**config.mk**
```make
export PLATFORM = sky130hd
export DESIGN_NAME = pci_target_slave
export DESIGN_NICKNAME = d
export VERILOG_FILES = /design/src/rtl/pci_target_slave.sv
export SDC_FILE = /design/constraint.sdc
export NUM_CORES = 1
export LEC_CHECK = 0
export BUFFER_PORTS_ARGS = -buffer_cell sky130_fd_sc_hd__clkbuf_2
export CAP_MARGIN = 0
export CORE_ASPECT_RATIO = 0.8
export CORE_UTILIZATION = 43
export CTS_CLUSTER_SIZE = 24
export DETAILED_ROUTE_END_ITERATION = 8
export PLACE_DENSITY = 0.9
export SYNTH_ARGS = -nofsm -noshare
export SYNTH_HDL_FRONTEND = slang
export SYNTH_SLANG_ARGS = --single-unit
export TNS_END_PERCENT = 50
```
**constraint.sdc**
```tcl
create_clock -name clk -period 4.4 [get_ports clk]
set_clock_uncertainty 0.1 [all_clocks]
set_input_delay 0.44 -clock clk [delete_from_list [all_inputs] [get_ports clk]]
set_output_delay 0.44 -clock clk [all_outputs]
set_load 0.005 [all_outputs]
```
**src/rtl/pci_target_slave.sv**
```systemverilog
module pci_target_slave #(
  parameter logic [31:0] IO_BASE      = 32'h0000_C000,
  parameter logic [31:0] MEM_BASE     = 32'hFEB0_0000,
  parameter int          WIN_BITS     = 8,
  parameter int          LEGACY_BYTES = 32,
  parameter int          MEM_RD_WAIT  = 9,
  parameter int          MEM_WR_WAIT  = 0,
  parameter int          IO_RD_WAIT   = 9,
  parameter int          IO_WR_WAIT   = 3
) (
  input  logic                clk,
  input  logic                rst_n,
  input  logic                frame_n,
  input  logic                irdy_n,
  input  logic [31:0]         ad_in,
  input  logic [3:0]          cbe_n,
  output logic [31:0]         ad_out,
  output logic                ad_oe,
  output logic                devsel_n,
  output logic                trdy_n,
  output logic                stop_n,
  output logic                tgt_oe,
  output logic                fbb_capable,
  output logic [WIN_BITS-3:0] reg_addr,
  output logic [3:0]          reg_be,
  output logic [31:0]         reg_wdata,
  output logic                reg_wr,
  output logic                reg_rd,
  input  logic [31:0]         reg_rdata
);

  localparam int WORD_W = WIN_BITS - 2;
  localparam int MAXW_A = (MEM_RD_WAIT > MEM_WR_WAIT) ? MEM_RD_WAIT : MEM_WR_WAIT;
  localparam int MAXW_B = (IO_RD_WAIT > IO_WR_WAIT) ? IO_RD_WAIT : IO_WR_WAIT;
  localparam int MAXW   = (MAXW_A > MAXW_B) ? MAXW_A : MAXW_B;
  localparam int CNT_W  = $clog2(MAXW + 1) < 1 ? 1 : $clog2(MAXW + 1);
  localparam logic [WIN_BITS-1:0] LEGACY_LIM = WIN_BITS'(LEGACY_BYTES);

  typedef enum logic [2:0] {S_IDLE, S_DEC, S_DATA, S_DRAIN, S_TURN} st_t;

  st_t                 st;
  logic                frame_q;
  logic [WIN_BITS-1:0] off;
  logic                wr_q;
  logic [CNT_W-1:0]    wlen, wcnt;
  logic                dev_q, rdy_q, stp_q;

  // address decode on the raw bus
  logic io_hit, mem_hit, io_rd, io_wr, mem_rd, mem_wr, claim, cmd_wr, addr_phase;
  logic [CNT_W-1:0] wsel;

  assign io_hit  = ad_in[31:WIN_BITS] == IO_BASE[31:WIN_BITS];
  assign mem_hit = ad_in[31:WIN_BITS] == MEM_BASE[31:WIN_BITS];
  assign io_rd   = cbe_n == 4'b0010;
  assign io_wr   = cbe_n == 4'b0011;
  assign mem_rd  = cbe_n == 4'b0110 || cbe_n == 4'b1100 || cbe_n == 4'b1110;
  assign mem_wr  = cbe_n == 4'b0111 || cbe_n == 4'b1111;
  assign claim   = (io_hit && (io_rd || io_wr)) || (mem_hit && (mem_rd || mem_wr));
  assign cmd_wr  = io_wr || mem_wr;
  assign wsel    = io_hit ? (io_wr  ? CNT_W'(IO_WR_WAIT)  : CNT_W'(IO_RD_WAIT))
                          : (mem_wr ? CNT_W'(MEM_WR_WAIT) : CNT_W'(MEM_RD_WAIT));

  assign addr_phase = frame_q && !frame_n && (st == S_IDLE || st == S_TURN);

  logic xfer, low_win;
  assign xfer    = st == S_DATA && rdy_q && !irdy_n;
  assign low_win = off < LEGACY_LIM;

  always_ff @(posedge clk) begin
    if (!rst_n) begin
      st      <= S_IDLE;
      frame_q <= 1'b1;
      off     <= '0;
      wr_q    <= 1'b0;
      wlen    <= '0;
      wcnt    <= '0;
      dev_q   <= 1'b0;
      rdy_q   <= 1'b0;
      stp_q   <= 1'b0;
    end else begin
      frame_q <= frame_n;
      case (st)
        S_IDLE, S_TURN: begin
          dev_q <= 1'b0;
          rdy_q <= 1'b0;
          stp_q <= 1'b0;
          if (addr_phase && claim) begin
            st   <= S_DEC;
            off  <= ad_in[WIN_BITS-1:0];
            wr_q <= cmd_wr;
            wlen <= wsel;
          end else begin
            st <= S_IDLE;
          end
        end
        S_DEC: begin
          st    <= S_DATA;
          dev_q <= 1'b1;
          wcnt  <= wlen;
          if (wlen == '0) begin
            rdy_q <= 1'b1;
            stp_q <= low_win && !frame_n;
          end
        end
        S_DATA: begin
          if (xfer) begin
            if (frame_n) begin
              st    <= S_TURN;
              dev_q <= 1'b0;
              rdy_q <= 1'b0;
              stp_q <= 1'b0;
            end else if (stp_q) begin
              st    <= S_DRAIN;
              rdy_q <= 1'b0;
            end else begin
              off   <= off + WIN_BITS'(4);
              wcnt  <= wlen;
              rdy_q <= wlen == '0;
            end
          end else if (!rdy_q) begin
            if (wcnt == CNT_W'(1)) begin
              rdy_q <= 1'b1;
              stp_q <= low_win && !frame_n;
            end
            if (wcnt != '0) wcnt <= wcnt - CNT_W'(1);
          end
        end
        S_DRAIN: begin
          if (frame_n) begin
            st    <= S_TURN;
            dev_q <= 1'b0;
            stp_q <= 1'b0;
          end
        end
        default: st <= S_IDLE;
      endcase
    end
  end

  assign devsel_n    = !dev_q;
  assign trdy_n      = !rdy_q;
  assign stop_n      = !stp_q;
  assign tgt_oe      = st == S_DATA || st == S_DRAIN || st == S_TURN;
  assign ad_oe       = !wr_q && (st == S_DATA || st == S_DRAIN);
  assign ad_out      = reg_rdata;
  assign fbb_capable = 1'b1;
  assign reg_addr    = off[WIN_BITS-1:2];
  assign reg_be      = ~cbe_n;
  assign reg_wdata   = ad_in;
  assign reg_wr      = xfer && wr_q;
  assign reg_rd      = xfer && !wr_q;

  assert_medium_devsel_R2: assert property (@(posedge clk) disable iff (!rst_n)
    $fell(devsel_n) |-> $past(addr_phase, 2));

  assert_reject_no_devsel_R3: assert property (@(posedge clk) disable iff (!rst_n)
    (addr_phase && !claim) |=> ##1 devsel_n);

  assert_trdy_needs_devsel_R5: assert property (@(posedge clk) disable iff (!rst_n)
    !trdy_n |-> !devsel_n);

  assert_strobe_on_handshake_R6: assert property (@(posedge clk) disable iff (!rst_n)
    (reg_wr || reg_rd) |-> (!devsel_n && !trdy_n && !irdy_n && tgt_oe));

  assert_stop_only_legacy_R7: assert property (@(posedge clk) disable iff (!rst_n)
    $fell(stop_n) |-> (reg_addr < WORD_W'(LEGACY_BYTES / 4)));

  assert_burst_advance_R8: assert property (@(posedge clk) disable iff (!rst_n)
    ((reg_wr || reg_rd) && !frame_n && stop_n) |=> (reg_addr == WORD_W'($past(reg_addr) + 1'b1)));

  assert_release_high_R9: assert property (@(posedge clk) disable iff (!rst_n)
    $fell(tgt_oe) |-> $past(devsel_n && trdy_n && stop_n));

endmodule

```
== After elaboration in Yosys (flattened, before gate mapping) ==
Index checks and enable logic that the tools add are counted.
Operators by class
  $add $sub $neg: 2
  $mul: 0
  div/mod/pow operators: 0
  order comparisons: 1
  eq/ne operators: 26
  shift operators: 0
  mux-type cells: 36
  bitwise operators: 1
  reduce and logical (&&, ||, !) cells: 42
Operators with widths (count)
  two-way mux 4 bit: 8
  two-way mux 8 bit: 4
  equality test 24 bit, second input constant: 1
  equality test 24 x 8 -> 1 bit, second input constant: 1
  inequality test 3 bit, second input constant: 6
  one-hot mux 8 bit (2 select lines): 1
  two-way mux 1 bit: 14
  equality test 4 bit, second input constant: 3
  two-way mux 3 bit: 4
  inequality test 2 bit, second input constant: 6
  one-hot mux 3 bit (4 select lines): 1
  logical AND 1 bit: 11
  logical OR 1 bit: 10
  AND reduction 5 bit: 2
  adder 8 x 3 -> 8 bit, second input constant: 1
  equality test 4 x 2 -> 1 bit, second input constant: 2
  equality test 4 x 3 -> 1 bit, second input constant: 2
  less-than comparator 8 x 6 -> 1 bit, second input constant: 1
  one-hot mux 1 bit (4 select lines): 2
  one-hot mux 4 bit (2 select lines): 1
  nonzero test 4 bit: 2
  equality test 3 x 2 -> 1 bit, second input constant: 2
  logical NOT 1 bit: 6
  AND reduction 2 bit: 3
  13 further kinds: 14
Word-level totals
  register bits after elaboration: 24
  latch bits: 0
  memory bits (writable): 0
  ROM bits: 0
  input port bits: 72
  output and inout bits: 82
  logic and storage cells: 117
  memories kept: 0

== Logic depth before layout (Yosys ltp) ==
Gate-level depths: netlist (run 1).
  depth in word-level cells: 9
  gate-level depth with buffers: 8
  mapped depth without buffers: 7

== Worst setup path after synthesis (run 1) ==
OpenSTA, ideal clock, no wires.
  kind: input to register
  start: input port frame_n
  end: register off[2]
  library setup time: 0.074 ns
  data arrival time: 1.735 ns
  required time: 4.226 ns
  setup slack: 2.491 ns
  stages on the path: 6
  buffers on the path: 1
  cells stage by stage: clkbuf_2 -> nand3b_1 -> and4b_2 -> nor2_2 -> or4_1 -> a31oi_1
Between the ends
  word-level cells in the longest chain between the ends: 6
  elaborated cells on any way between the ends: 7
  those cells by class: eq/ne: 2; reduce/logical: 5
RTL lines
  from (decl): RTL line 13  | input logic frame_n,
  logical NOT 1 bit: RTL line 63  | assign addr_phase = frame_q && !frame_n && (st == S_IDLE || st == S_TURN);
  logical AND 1 bit (2 in series): RTL line 63
  logical AND 1 bit: RTL line 87  | if (addr_phase && claim) begin
  inequality test 2 bit (no line)
  AND reduction 5 bit (no line) (*)
  to (signal assigned): RTL line 89  | off <= ad_in[WIN_BITS-1:0];
  to (signal assigned): RTL line 116  | off <= off + WIN_BITS'(4);
  to (decl): RTL line 43  | logic [WIN_BITS-1:0] off;
Mark *: on every way between the ends. The rest lies on a longest branch, timed or not.
A chain may end at the register's enable or synchronous reset.

== Worst setup path after layout (run 1) ==
  start: register st[1]
  end: register off[2]
Between the ends
  word-level cells in the longest chain between the ends: 6
  elaborated cells on any way between the ends: 16
  those cells by class: eq/ne: 6; mux: 1; reduce/logical: 9
RTL lines
  from (decl): RTL line 41  | st_t st;
  from (signal assigned): RTL line 71  | st <= S_IDLE;
  from (signal assigned): RTL line 88  | st <= S_DEC;
  from (signal assigned): RTL line 93  | st <= S_IDLE;
  equality test 3 bit / logical NOT 3 bit (equally long branches): RTL line 63, 82
  logical OR 1 bit: RTL line 63
  logical AND 1 bit: RTL line 63
  logical AND 1 bit: RTL line 87
  inequality test 2 bit (no line)
  AND reduction 5 bit (no line)
Several ways; a longest one is shown, not always the timed one.

==> flow_summary.yaml, run 1 <==
outcome:
  status: "finished, final reports clean"
logic_synthesis:
  ys_seq_area_share_pct: 22.0
  yosysWarnings: 0
  synth.area.top_cells: "buf_4 26%, dfxtp_1 22%, a21oi_1 3.9%"
  ys_ff_latch: 21
  synthArstFlopShare_pct: 0
  yosysTopAreaCell: "buf_4"
  synth_edf_count: 0
  syn-num-nets: 326
  ys_types: 55
  synth_top_area_share_pct: 25.6
  synth.avg_cell_area_um2: 7.60
  post-synth-top-count-cell: "buf_4"
  synthFlopType: "dfxtp_1"
  syn-cell-area_um2: 1910
  synth_cells: 251
  synthTopCellsByCount: "65 x buf_4, 21 x dfxtp_1, 18 x nor2_1"
placed_design:
  hpwl_um: 3620
  place_congestion: 0.857
  numPortBuffers: 84
critical_path:
  worstSetupStartpoint: "st[1]"
  r2r_start: "st[1]"
  timing.critical_path.to: "off[2]"
  r2r_slack_ps: 2130
  crit_required_ps: 4490
  worstSetupPathType: "reg2reg"
  start_kind: "flop"
  reg2reg_to: "off[2]"
  reg2reg_depth: 6
  critical_path_arrival_ps: 2350
  cp_max_fo: 9
  critPathCaptureType: "flop"
drt:
  wl_um: 4480
  remaining_drc_errors: 0
  drt_iter0_drc: 190
  ant_nets: 0
  vias_per_cell: 5.51
  drt_first_pass_iters: 4
  num_vias: 1785
  wl_per_cell_um: 13.8
timing:
  max_freq_mhz: 441
  hold_violations: 0
  max_slew_margin_pct: 44.2
  min_period_ps: 2270
  finalSetupViolations: 0
  worstMarginPinSlew_ps: 830
  setup_tns_ps: 0
  slew_violations: 0
  period_share_pct: 51.5
  rsz0062_at_grt: "no"
clocking:
  hold_buffers: 0
  cts_buffers: 3
  cts_tree: "built"
  clk_pin_slew_ps: 80
  cts-root-buf: "clkbuf_8"
  htree_levels: 1
  insertion_delay_ps: 270
  clock-sinks: 21
  clock_path_buffers: 2
  postCtsSetupBuffers: 0
  ctsResizeCount: 0
floorplanning:
  coreArea_um2: 4230
  rows: 21
  dieWidth_um: 76.5
  die_area_um2: 4710
  ioPinCount: 154
  initial_utilization_pct: 45.1
  die_h_um: 61.6
hold_path:
  hold_path.class: "in2reg"
  hold_start: "ad_in[2]"
cells_and_area:
  drive_gt1_share_pct: 37.1
  fill_cells: 429
  fin_util_pct: 44.8
  diodes: 0
  nets: 343
  area_delta_synth_final_pct: -0.525
job:
  max_cap_viol_count: 0
power_and_ir_drop:
  pwr_density_cell_nw_per_um2: 268
  vdd_ir_drop_max_uv: 130
  power_leakage_nw: 0.827
global_routing:
  first_global_vias: 1551
  antenna_found_initial: 0
  grt_max_degree: 18
  gr-usage-all-layers_pct: 19.3
  overflow: 0
  grt_first_pass_wirelength_um: 7210
## metrics by stage
step           instance area (µm²)  hold WS (ps)  worst slack [ps]  cells  power [W]
5_1_grt                       1900           393              1940    324   0.000538
6_report                      1900           348              2130    324   0.000508
3_5_place_dp                  1850           364              2160    320   0.000377
3_3_place_gp                  1850           361              2240    320   0.000373
4_1_cts                       1900           345              2170    324   0.000508
2_1_floorplan                 1910           342              2490    251   0.000367
## routing by layer
layer / up-vias / GRT usage [%] / share of wire, % / wire length (µm)
li1: 871 / - / - / -
met1: 803 / 25.7 / 45 / 2040
met2: 103 / 31.8 / 44 / 1950
met3: 8 / 5.33 / 10 / 459
met4: 0 / 4.12 / 0.63 / 28
met5: - / 0 / 0 / 0
## where the power goes
group	internal [W]	switching (W)	total, W
Sequential	0.000197	0.0000129	0.000210
Clock	0.0000633	0.0000688	0.000132
Combinational	0.0000678	0.0000978	0.000166
Total	0.000328	0.000180	0.000508
## critical path, stage by stage (launching register included)
cell and delay [ps]:
dfxtp_1 490, nor3b_4 440, nand2_2 130, nor3_4 230, nor3_1 190, or4_1 440
a31oi_1 170
## state kept, by name (all words and copies together) (netlist names)
name,cells
wcnt,4
st,3
rdy_q,1
wr_q,1
stp_q,1
off,6
dev_q,1
wlen,3
frame_q,1
## final cells by class
class / instances / area, µm² / area share, %
Inverter: 13 / 48.8 / 2.57
Sequential cell: 21 / 420 / 22.2
Clock buffer: 3 / 41.3 / 2.18
Timing Repair Buffer: 84 / 420 / 22.2
Tap cell: 57 / 71.3 / 3.76
Clock inverter: 1 / 5.00 / 0.264
Multi-Input combinational cell: 145 / 890 / 46.9
## layout by cell type, fill, tap and decap left out, types with 3 or more instances in the layout
cell and n:
clkbuf_2 84, dfxtp_1 21, nor2_1 18, a21oi_1 15, nand2_1 13, inv_1 12
nor3_1 12, o21ai_0 10, nand3_1 8, nor4_1 7, a211oi_1 4, nor3b_1 3
o31ai_1 3, ha_1 3, clkbuf_8 3
## worst min path at each step
stage,end,slack (ps),cells after the start
after global placement,wcnt[1],360,2
after global routing,off[2],390,3
after floorplan,wcnt[1],340,2
final,off[2],350,3
after detailed placement,wcnt[1],360,2
after CTS,off[2],340,3
## kinds of logic (layout without fill, tap and decap cells)
kind of cell	after synthesis	after routing	synth area share (%)
other cells	1	1	0.197
buf+inv	85	101	31.3
fa+ha+maj	3	3	1.97
flops	21	21	22.0
compound gates	54	54	18.4
simple gates	87	87	26.1
Power figures use the tool's default switching activity.
==> run 2, diff against run 1 <==
- ABC_AREA: not set -> 1
- CORE_UTILIZATION: 43 -> 36
- PLACE_DENSITY: 0.9 -> 0.8
- clock period: 4.4 -> 1.9 ns (I/O delays scaled with it)
==> flow_summary.yaml, run 2 <==
logic_synthesis:
  synthArstFlopShare_pct: 0
  post-synth-top-count-cell: "buf_4"
  synth.area.top_cells: "buf_4 25%, dfxtp_1 21%, nand2_1 9.0%"
  syn-num-nets: 370
  synth_top_area_share_pct: 24.9
  syn-cell-area_um2: 1960
  ys_seq_area_share_pct: 21.5
  ys_ff_latch: 21
  synth.avg_cell_area_um2: 6.64
  synthFlopType: "dfxtp_1"
  synth_edf_count: 0
  synthTopCellsByCount: "65 x buf_4, 47 x nand2_1, 43 x nor2_1"
  yosysTopAreaCell: "buf_4"
  synth_cells: 295
  ys_types: 34
  yosysWarnings: 0
critical_path:
  cpMaxStageDelayCell: "dfxtp_1"
  slowest_delay_ps: 340
  crit_required_ps: 1610
  cp_max_fo: 10
  worstSetupPathType: "reg2out"
  critPathCaptureType: "primary output"
  crit_chain: "inv_1 -> nand3_4 -> nor2_4 -> nand2_4 -> nor2_1 -> clkbuf_2"
  start_kind: "flop"
  critical_path_arrival_ps: 1430
power_and_ir_drop:
  power_leakage_nw: 1.02
  p_clk_share_pct: 24.9
  pwr-share-comb_pct: 34.5
  power_frac_seq_pct: 40.5
  switching_share_pct: 35.3
  vdd_ir_drop_max_uv: 221
  intPower_w: 0.000801
  pwr_density_cell_nw_per_um2: 615
  p_total_w: 0.00124
  switchingPower_w: 0.000436
clocking:
  clock_path_buffers: 2
  htree_levels: 1
  hold_buffers: 0
  cts_buffers: 3
  ctsResizeCount: 0
  postCtsSetupBuffers: 0
  clk_pin_slew_ps: 80
  insertion_delay_ps: 270
  cts_tree: "built"
  cts-root-buf: "clkbuf_8"
  clock-sinks: 21
job:
  max_cap_viol_count: 0
floorplanning:
  die_h_um: 68.0
  initial_utilization_pct: 38.2
  coreArea_um2: 5120
  rows: 23
  die_area_um2: 5740
  dieWidth_um: 84.5
  ioPinCount: 154
cells_and_area:
  diodes: 0
  largest_register_ffs: 6
  final_cell_mix: "84 x clkbuf_2, 47 x nand2_1, 43 x nor2_1, 25 x inv_1, 21 x dfxtp_1"
  layout_commonest_cell: "clkbuf_2"
  fill_cells: 550
  largest_register: "off"
  area_delta_synth_final_pct: 2.75
  final_cells: 378
  nets: 392
  drive_gt1_share_pct: 33.5
  largestRegisters: "off: 6 flops, wcnt: 4 flops"
timing:
  hold_violations: 0
  min_period_ps: 1720
  finalSetupViolations: 0
  max_freq_mhz: 580
  slew_violations: 0
  setup_tns_ps: 0
  rsz0062_at_grt: "no"
  period_share_pct: 90.7
outcome:
  status: "finished with violations"
  violations: "design-rule violations"
drt:
  vias_per_cell: 4.67
  drt_first_pass_iters: 8
  wl_per_cell_um: 11.3
  remaining_drc_errors: 5
  num_vias: 1767
  wl_um: 4260
  drt_iter0_drc: 108
  ant_nets: 0
global_routing:
  antenna_found_initial: 0
  grt_first_pass_wirelength_um: 6780
  grt_max_degree: 14
  gr-usage-all-layers_pct: 14.5
  overflow: 0
  first_global_vias: 1524
placed_design:
  numPortBuffers: 84
  place_congestion: 0.837
  dp.cells: 374
  hpwl_um: 3480
hold_path:
  hold_path.class: "in2reg"
run 2: cell count changes after synthesis, sizes merged, moves of 4 or more:
| cell | before | now |
|---|---|---|
| nor3 | 13 | 8 |
| nor4 | 7 | 0 |
| o21ai | 12 | 16 |
| nor2 | 20 | 46 |
| xor2 | 0 | 6 |
| inv | 12 | 27 |
| nand2 | 14 | 53 |
run 2: per-stage QoR:
step / instance area (µm²) / hold WS (ps) / util (%) / setup WS [ps]
2_1_floorplan: 1960 / 234 / - / 385
3_3_place_gp: 1960 / 280 / 38.3 / 306
3_5_place_dp: 1960 / 280 / 38.3 / 270
4_1_cts: 2010 / 95.4 / 39.3 / 157
5_1_grt: 2010 / 144 / 39.3 / 34.9
6_report: 2010 / 102 / 39.3 / 176
run 2: worst max-delay path: cells and delay by family, from the launching register on:
kind / cells / cell delay [ps]
simple gates: 4 / 540
flops: 1 / 340
buf+inv: 2 / 270
run 2: layout make-up:
class                   instances  area [µm²]  share of cell area, %
inverters                      28         110                   5.47
well taps                      62        77.6                   3.86
flip-flops and latches         21         420                   20.9
clock buffers                   3        41.3                   2.05
repair buffers                 85         428                   21.3
clock inverters                 1        7.51                  0.373
multi-input cells             178         927                   46.1
run 2: power groups by stage:
| stage | logic [W] | registers (W) | clock network (W) |
|---|---|---|---|
| 6_report | 0.000427 | 0.000502 | 0.000309 |
| 3_5_place_dp | 0.000428 | 0.000510 | 0 |
| 4_1_cts | 0.000430 | 0.000501 | 0.000319 |
| 2_1_floorplan | 0.000376 | 0.000505 | 0 |
| 3_3_place_gp | 0.000422 | 0.000510 | 0 |
| 5_1_grt | 0.000486 | 0.000509 | 0.000335 |
run 2: final timing paths:
path / from / endpoint / slack [ps] / cells after the start
setup reg to reg: st[0] / st[0] / 270 / 9
setup / recovery: st[0] / reg_wr / 180 / 6
hold / removal: frame_n / frame_q / 100 / 3
hold reg to reg: dev_q / dev_q / 360 / 2
run 2: logic make-up (layout without fill, tap and decap cells):
group | after synthesis | count (layout) | share of synthesized area [%]
compound gates | 39 | 39 | 11.4
xor+xnor | 6 | 6 | 2.68
fa+ha+maj | 3 | 3 | 1.92
buf+inv | 96 | 117 | 31.2
flops | 21 | 21 | 21.5
mux | 3 | 3 | 1.53
other cells | 1 | 1 | 0.192
simple gates | 126 | 126 | 29.6
run 2: metal layers:
metal  vias to the layer above  share of wire, %  GRT usage, %
met5                         -                 0             0
met2                        59                48          26.2
met3                         9               5.7          3.74
li1                        918                 -             -
met1                       781                45          17.4
met4                         0               1.3          3.81
==> run 3, diff against run 2 <==
- CORE_ASPECT_RATIO: 0.8 -> 1.5
- CORE_UTILIZATION: 36 -> 35
- PLACE_DENSITY: 0.8 -> 0.78
==> flow_summary.yaml, run 3 (synthesis gave the netlist of run 2 again) <==
outcome:
  status: "finished, final reports clean"
critical_path:
  worstSetupPathType: "reg2out"
  critPathBufInv: 2
  timing.critical_path.to: "tgt_oe"
  slowest_delay_ps: 390
  critPathTopFamily: "flip-flops"
  worstSetupStartpoint: "st[1]"
  cpMaxStageDelayCell: "dfxtp_1"
  reg2reg_depth: 7
  reg2reg_to: "wcnt[2]"
  crit_required_ps: 1610
  r2r_start: "wcnt[0]"
  crit_chain: "nor2_1 -> inv_1 -> o21ai_0 -> clkbuf_2"
  cp_max_fo: 6
  critPathCaptureType: "primary output"
  r2r_slack_ps: 240
  cp.depth: 4
  critical_path_arrival_ps: 1440
  start_kind: "flop"
job:
  max_cap_viol_count: 0
cells_and_area:
  layout_commonest_cell: "clkbuf_2"
  drive_gt1_share_pct: 33.2
  final_cell_mix: "84 x clkbuf_2, 47 x nand2_1, 43 x nor2_1, 25 x inv_1, 21 x dfxtp_1"
  nets: 392
  diodes: 0
  fill_cells: 576
  final_cells: 386
  largest_register_ffs: 6
  largestRegisters: "off: 6 flops, wcnt: 4 flops"
  largest_register: "off"
  area_delta_synth_final_pct: 3.07
  fin_util_pct: 37.3
power_and_ir_drop:
  vdd_ir_drop_max_uv: 255
  power_leakage_nw: 1.02
  pwr_density_cell_nw_per_um2: 609
global_routing:
  grt_max_degree: 14
  overflow: 0
  gr-usage-all-layers_pct: 14.1
  first_global_vias: 1591
  antenna_found_initial: 0
  grt_first_pass_wirelength_um: 6680
placed_design:
  numPortBuffers: 84
  place_congestion: 0.932
  dpl_worst_slack_ps: 265
  dp.cells: 382
  hpwl_um: 3580
drt:
  remaining_drc_errors: 0
  drt_iter0_drc: 39
  ant_nets: 0
  vias_per_cell: 4.65
  wl_per_cell_um: 11.2
  num_vias: 1793
  drt_first_pass_iters: 4
  wl_um: 4320
floorplanning:
  die_area_um2: 5900
  ioPinCount: 154
  die_h_um: 93.6
  coreArea_um2: 5410
  dieWidth_um: 63.1
  initial_utilization_pct: 36.2
  rows: 33
timing:
  finalSetupViolations: 0
  setup_tns_ps: 0
  period_share_pct: 91.2
  slew_violations: 0
  rsz0062_at_grt: "no"
  fin_ws_ps: 168
  max_freq_mhz: 577
  min_period_ps: 1730
  hold_violations: 0
hold_path:
  hold_path.class: "in2reg"
clocking:
  cts_buffers: 3
  cts-root-buf: "clkbuf_8"
  insertion_delay_ps: 260
  cts_tree: "built"
  clock-sinks: 21
  htree_levels: 1
  hold_buffers: 0
  ctsResizeCount: 0
  clock_path_buffers: 2
  clk_pin_slew_ps: 80
  postCtsSetupBuffers: 0
run 3: changes by cell type in the layout (fill, tap and decap cells not counted):
cell / change
clkbuf_1: +1
clkinvlp_4: -1
run 3: through the flow:
stage               instance area [µm²]  hold WS, ps  total power, W
global placement                   1970          280        0.000935
detailed placement                 1970          280        0.000943
global route                       2020          150         0.00130
finish                             2020          138         0.00123
CTS                                2020          136         0.00123
floorplan                          1960          234        0.000881
run 3: worst min-delay path by stage:
stage	from	to	slack, ps	cells after the start
after global routing	rst_n	frame_q	150	2
after global placement	reg_rdata[23]	ad_out[23]	280	0
after detailed placement	reg_rdata[23]	ad_out[23]	280	0
final	rst_n	frame_q	140	2
after floorplan	frame_n	frame_q	230	2
after CTS	rst_n	frame_q	140	2
run 3: metal layers:
layer / part of all wire, % / track usage [%] / up-vias
met5: 0 / 0 / -
met4: 3.4 / 8.53 / 0
met3: 5.4 / 1.34 / 22
met2: 53 / 26.9 / 63
met1: 38 / 14.4 / 789
li1: - / - / 919
run 3: layout make-up:
cell class / count / area [µm²] / share of cell area (%)
multi-input combinational: 178 / 927 / 45.9
inverter: 28 / 110 / 5.46
timing repair buffer: 85 / 428 / 21.2
tap: 70 / 87.6 / 4.34
clock buffer: 4 / 45.0 / 2.23
sequential: 21 / 420 / 20.8
run 3: power by group:
part,switching (W),internal (W),total [W]
combinational,0.000249,0.000181,0.000430
sequential,0.0000289,0.000472,0.000501
clock,0.000148,0.000150,0.000298
total,0.000426,0.000803,0.00123
